`src/rtl/clkdiv_pkg.sv`:
```
package clkdiv_pkg;
  // width of one packed post-divider field; factors run 1 .. 2**PD_FW
  localparam int PD_FW = 3;

  typedef logic [PD_FW:0] pdiv_t;

  // field holds (2**PD_FW - factor); a zero field means the largest factor
  function automatic pdiv_t fld2div(input logic [PD_FW-1:0] f);
    return pdiv_t'(2 ** PD_FW) - pdiv_t'(f);
  endfunction
endpackage

```
`src/rtl/lfsr_div.sv`:
```
module lfsr_div #(
  parameter int            W    = 6,
  parameter logic [W-1:0]  TAPS = 6'h30
) (
  input  logic         clk,
  input  logic         rst_n,
  input  logic         wr_i,
  input  logic [W-1:0] wdata_i,
  output logic         tick_o,
  output logic         clk_o,
  output logic [W-1:0] state_o,
  output logic [W-1:0] reload_o
);
  localparam logic [W-1:0] TERM = {W{1'b1}};

  // XNOR-feedback step; the all-zero state leads into the terminal state
  function automatic logic [W-1:0] lfsr_next(input logic [W-1:0] s);
    if (s == '0) return TERM;
    return {s[W-2:0], ~^(s & TAPS)};
  endfunction

  logic [W-1:0] state_q;
  logic [W-1:0] reload_q;
  logic         div_q;
  logic         at_term;

  assign at_term = (state_q == TERM);

  always_ff @(posedge clk or negedge rst_n) begin
    if (!rst_n) begin
      state_q  <= TERM;
      reload_q <= TERM;
      div_q    <= 1'b0;
    end else begin
      if (at_term) begin
        state_q <= reload_q;
        div_q   <= ~div_q;
      end else begin
        state_q <= lfsr_next(state_q);
      end
      if (wr_i) reload_q <= wdata_i;
    end
  end

  assign tick_o   = at_term;
  assign clk_o    = div_q;
  assign state_o  = state_q;
  assign reload_o = reload_q;
endmodule

```
`src/rtl/post_div.sv`:
```
module post_div
  import clkdiv_pkg::*;
(
  input  logic               clk,
  input  logic               rst_n,
  input  logic               tick_i,
  input  logic               wr_i,
  input  logic [2*PD_FW-1:0] cfg_i,
  output logic               clk_o,
  output pdiv_t              pd1_o,
  output pdiv_t              pd2_o
);
  pdiv_t            pend1_q, pend2_q, act1_q, act2_q;
  logic [PD_FW-1:0] c1_q, c2_q;
  logic             out_q;
  pdiv_t            new1, new2;
  logic             accept, s1_wrap, s2_wrap;

  assign new1    = fld2div(cfg_i[2*PD_FW-1:PD_FW]);
  assign new2    = fld2div(cfg_i[PD_FW-1:0]);
  assign accept  = wr_i && (new2 <= new1);
  assign s1_wrap = tick_i && ({1'b0, c1_q} == act1_q - pdiv_t'(1));
  assign s2_wrap = s1_wrap && ({1'b0, c2_q} == act2_q - pdiv_t'(1));

  always_ff @(posedge clk or negedge rst_n) begin
    if (!rst_n) begin
      pend1_q <= pdiv_t'(1);
      pend2_q <= pdiv_t'(1);
      act1_q  <= pdiv_t'(1);
      act2_q  <= pdiv_t'(1);
      c1_q    <= '0;
      c2_q    <= '0;
      out_q   <= 1'b0;
    end else begin
      if (tick_i) c1_q <= s1_wrap ? '0 : c1_q + 1'b1;
      if (s1_wrap) c2_q <= s2_wrap ? '0 : c2_q + 1'b1;
      if (s2_wrap) begin
        out_q  <= ~out_q;
        act1_q <= pend1_q;
        act2_q <= pend2_q;
      end
      if (accept) begin
        pend1_q <= new1;
        pend2_q <= new2;
      end
    end
  end

  assign clk_o = out_q;
  assign pd1_o = act1_q;
  assign pd2_o = act2_q;
endmodule

```
`src/rtl/lfsr_clkdiv.sv`:
```
module lfsr_clkdiv
  import clkdiv_pkg::*;
#(
  parameter int              M_W    = 6,
  parameter int              N_W    = 8,
  parameter logic [M_W-1:0]  M_TAPS = 6'h30,
  parameter logic [N_W-1:0]  N_TAPS = 8'h8E
) (
  input  logic           clk,
  input  logic           rst_n,
  input  logic           ref_wr,
  input  logic           fb_wr,
  input  logic           post_wr,
  input  logic [N_W-1:0] wdata,
  output logic           ref_tick,
  output logic           ref_div_clk,
  output logic           fb_tick,
  output logic           fb_div_clk,
  output logic           post_clk
);
  // internal events brought out for the bound checker
  logic [M_W-1:0] ref_state, ref_reload;
  logic [N_W-1:0] fb_state, fb_reload;
  pdiv_t          pd1_act, pd2_act;

  lfsr_div #(.W(M_W), .TAPS(M_TAPS)) u_ref (
    .clk(clk), .rst_n(rst_n), .wr_i(ref_wr), .wdata_i(wdata[M_W-1:0]),
    .tick_o(ref_tick), .clk_o(ref_div_clk),
    .state_o(ref_state), .reload_o(ref_reload)
  );

  lfsr_div #(.W(N_W), .TAPS(N_TAPS)) u_fb (
    .clk(clk), .rst_n(rst_n), .wr_i(fb_wr), .wdata_i(wdata),
    .tick_o(fb_tick), .clk_o(fb_div_clk),
    .state_o(fb_state), .reload_o(fb_reload)
  );

  post_div u_post (
    .clk(clk), .rst_n(rst_n), .tick_i(fb_tick), .wr_i(post_wr),
    .cfg_i(wdata[2*PD_FW-1:0]), .clk_o(post_clk),
    .pd1_o(pd1_act), .pd2_o(pd2_act)
  );
endmodule

```
`config.mk`:
```
export PLATFORM = sky130hd
export DESIGN_NAME = lfsr_clkdiv
export DESIGN_NICKNAME = d
export VERILOG_FILES = /design/src/rtl/clkdiv_pkg.sv /design/src/rtl/lfsr_div.sv /design/src/rtl/post_div.sv /design/src/rtl/lfsr_clkdiv.sv
export SDC_FILE = /design/constraint.sdc
export NUM_CORES = 1
export LEC_CHECK = 0
export ABC_AREA = 1
export CAP_MARGIN = 20
export CORE_MARGIN = 8
export CORE_UTILIZATION = 25
export CTS_CLUSTER_SIZE = 24
export DETAILED_ROUTE_END_ITERATION = 7
export SLEW_MARGIN = 20
export SYNTH_ARGS = -nofsm -noshare
export SYNTH_HDL_FRONTEND = slang
export SYNTH_SLANG_ARGS = --single-unit
export TNS_END_PERCENT = 1
```
`constraint.sdc`:
```
create_clock -name clk -period 2.5 [get_ports clk]
set_input_delay 0.5 -clock clk [delete_from_list [all_inputs] [get_ports clk]]
set_output_delay 0.5 -clock clk [all_outputs]
set_load 0.02 [all_outputs]
```
==> load_flow_metrics.sql <==
INSERT INTO impl_metrics (metric_group, metric, value, unit) VALUES
('placement', 'dp_hpwl', '3990', 'um'),
('worst_setup_path', 'crit_type', 'reg -> out', ''),
('route', 'via_per_instance_ratio', '4.13', ''),
('synth', 'post_synth_num_cell_types', '26', ''),
('synth', 'synth-warning-count', '0', ''),
('synth', 'synthDominantCellAreaShare', '0.308', ''),
('clock_network', 'clock-sinks', '53', ''),
('outcome', 'outcome', 'finished, final reports clean', ''),
('pwr', 'internal_power', '1.78', 'mW'),
('synth', 'synth.largest_area_cell', 'dfstp_2', ''),
('clock_network', 'cts_post_setup_buffers_inserted', '0', ''),
('global_route', 'number_of_global_route_vias_before_repair', '2183', ''),
('sta', 'setup-violations-final', '0', ''),
('global_route', 'globalRouteTotalUtil', '0.0798', ''),
('cells_and_area', 'drive_above_1_share', '0.191', ''),
('cells_and_area', 'count_of_antenna_diodes_in_the_layout', '0', ''),
('clock_network', 'clk_root_buffer_cell', 'clkbuf_8', ''),
('floorplan', 'i_o_pin_total', '18', ''),
('clock_network', 'worst_setup_hold_path_clk_slew', '100', 'ps'),
('worst_setup_path', 'ff2ff_setup_slack', '480', 'ps'),
('pwr', 'netSwitchingFraction', '0.303', ''),
('placement', 'port_buffers', '17', ''),
('synth', 'yosys.area_share.xor_xnor', '0.0256', ''),
('synth', 'synth_compound_area_frac', '0.0742', ''),
('synth', 'leading_post_synthesis_cells_by_cell_area', 'dfstp_2, dfrtp_1, nand2_1, inv_1, ha_1', ''),
('synth', 'synth_top_family_by_area', 'simple AND/OR/NAND/NOR gates', ''),
('pwr', 'clock_power_share', '0.234', ''),
('sta', 'grt_setup_unrepaired', 'false', ''),
('pwr', 'power_frac_comb', '0.249', ''),
('route', 'avgRoutedWirePerCell', '10.3', 'um'),
('global_route', 'grt-busiest-layer', 'met2', ''),
('synth', 'yosys-mux-area-fraction', '0.00412', ''),
('sta', 'maxSlewViolCount', '0', ''),
('clock_network', 'cts_hold_buf', '0', ''),
('sta', 'max_slew_margin', '0.560', ''),
('floorplan', 'start_util', '0.254', ''),
('synth', 'yosys.area_share.adder', '0.0641', ''),
('pwr', 'netSwitchingPower', '771', 'uW'),
('clock_network', 'htreeDepth', '2', ''),
('synth', 'mappedNetlistNets', '357', ''),
('route', 'detailed_routing_iteration_count_for_the_pre_antenna_repair_pass', '4', ''),
('sta', 'clock-skew-final', '9.19', 'ps'),
('pwr', 'power-per-cell-area', '774', 'mW/mm^2'),
('floorplan', 'fp.coreArea', '0.0107', 'mm^2'),
('sta', 'fmaxAchievable', '421', 'MHz'),
('pwr', 'leakagePower', '1.63', 'nW'),
('clock_network', 'cts_tree', 'yes', ''),
('worst_setup_path', 'critPathLaunchType', 'register', ''),
('route', 'drt_iter0_drc', '77', ''),
('cells_and_area', 'post-route-util', '0.306', ''),
('clock_network', 'worstSkewPairLatency', '300', 'ps'),
('job', 'cap_violations', '0', ''),
('floorplan', 'die_height', '121', 'um'),
('worst_setup_path', 'cp_max_fo', '3', ''),
('sta', 'totalNegativeSetupSlack', '0', 'ps'),
('floorplan', 'fp.dieW', '121', 'um'),
('sta', 'final.min_clock_period', '2380', 'ps'),
('sta', 'final_min_period_over_clock_period', '0.951', ''),
('worst_setup_path', 'crit_path_end_kind', 'output port', ''),
('synth', 'syn_inst', '330', ''),
('synth', 'synth-simple-area-share', '0.245', ''),
('synth', 'yosys_register_bits', '53', ''),
('floorplan', 'rows', '38', ''),
('clock_network', 'cts_made_buffers', '5', ''),
('global_route', 'global_route.usage.met2', '0.132', ''),
('worst_setup_path', 'worst_ep_arrival_time', '1880', 'ps'),
('cells_and_area', 'area_growth', '20.4', '%'),
('global_route', 'global_route.usage.met3', '0.0172', ''),
('route', 'post-route-drc-count', '0', ''),
('synth', 'post_synthesis_sequential_area_ratio', '0.500', ''),
('pwr', 'power_frac_seq', '0.517', '');
-- critical path: stages (launching register included) --
cell	delay [ps]
dfstp_2	560
ha_1	140
nand3_1	140
nor2_4	140
clkdlybuf4s50_1	610
-- cells by family after synthesis --
logic type | Yosys count
DFF | 53
adders and majority gates | 14
AOI/OAI and AO/OA | 38
muxes | 1
xor gates and xnor gates | 8
buffers and inverters | 60
and+or+nand+nor | 156
-- synthesized netlist by cell type --
library cell and instances:
inv_1 54, ha_1 14, nand3_2 2, nand3b_1 1, xnor2_1 5, nor2_4 1, nand2_1 93, buf_2 1
a22oi_1 2, o21ai_2 1, a21oi_1 16, nor3_1 5, nor2_2 4, buf_4 1, o22ai_1 3, nand2_2 2
o21ai_0 16, xor2_1 3, nor2_1 17, mux2_2 1, dfrtp_1 21, clkbuf_1 2, buf_6 1, buf_1 1
dfstp_2 32, nand3_1 31
-- per-stage QoR --
stage               worst slack [ps]  cell area [um^2]  std cells  power, mW  hold slack, ps
finish                           123              3290        506       2.55             293
global route                    10.3              3290        506       2.75             347
CTS                             41.4              3290        506       2.59             317
detailed placement              -129              3170        498       1.98             459
global placement                2.06              3170        498       1.95             454
floorplan                        525              2730        330       1.75             204
-- placed cells by master, fill, tap and decap left out --
cell type	Yosys	layout
nand2_1	93	92
inv_1	54	54
dfstp_2	32	32
nand3_1	31	31
dfrtp_1	21	21
nor2_1	17	17
buf_4	1	17
a21oi_1	16	16
o21ai_0	16	16
clkdlybuf4s50_1	0	15
ha_1	14	14
clkbuf_8	0	6
xnor2_1	5	5
nor3_1	5	5
nor2_2	4	4
nand2_2	2	3
xor2_1	3	3
o22ai_1	3	3
a22oi_1	2	2
nand3_2	2	2
nor2_4	1	1
o21ai_2	1	1
nand3b_1	1	1
mux2_2	1	1
clkinvlp_4	0	1
bufinv_16	0	1
buf_2	1	1
dlymetal6s2s_1	0	1
-- path summary, 6_finish.rpt --
kind | cells past startpoint | startpoint | endpoint
max in group asynchronous | 2 | rst_n | u_post.pend2_q[1]$_DFFE_PN0P_
hold / removal | 2 | rst_n | u_post.c2_q[2]$_DFFE_PN0P_
min in group clk | 2 | u_post.pend1_q[0]$_DFFE_PN1P_ | u_post.pend1_q[0]$_DFFE_PN1P_
setup / recovery | 4 | u_fb.state_o[3]$_DFF_PN1_ | fb_tick
hold reg to reg | 2 | u_post.pend1_q[0]$_DFFE_PN1P_ | u_post.pend1_q[0]$_DFFE_PN1P_
setup reg to reg | 11 | u_post.pd1_o[0]$_DFFE_PN1P_ | u_post.pd1_o[2]$_DFFE_PN0P_
-- layer usage --
layer / share of wire / vias to the layer above
met3: 0.024 / 2
met1: 0.50 / 964
met4: 0.0056 / 0
met5: 0 / -
met2: 0.47 / 22
li1: - / 1102
-- registers in the layout, indices dropped and copies added (netlist names), 3 cells and up --
| name | cells |
|---|---|
| u_fb.reload_o | 8 |
| u_fb.state_o | 8 |
| u_ref.reload_o | 6 |
| u_ref.state_o | 6 |
| u_post.pd1_o | 4 |
| u_post.pd2_o | 4 |
| u_post.pend1_q | 4 |
| u_post.pend2_q | 4 |
| u_post.c1_q | 3 |
| u_post.c2_q | 3 |
-- power by group through the flow --
stage | clock [mW] | combinational, mW | sequential, mW
finish | 0.596 | 0.635 | 1.32
detailed placement | 0 | 0.649 | 1.33
global route | 0.649 | 0.743 | 1.35
floorplan | 0 | 0.449 | 1.30
CTS | 0.625 | 0.647 | 1.32
global placement | 0 | 0.622 | 1.33
-- final cells by class --
type	instances	area, um^2
Timing Repair Buffer	34	295
Multi-Input combinational cell	217	1130
Fill cell	1172	7450
Clock inverter	2	37.5
Tap cell	140	175
Inverter	54	203
Clock buffer	6	82.6
Sequential cell	53	1370
(Power assumes the default switching activity.)
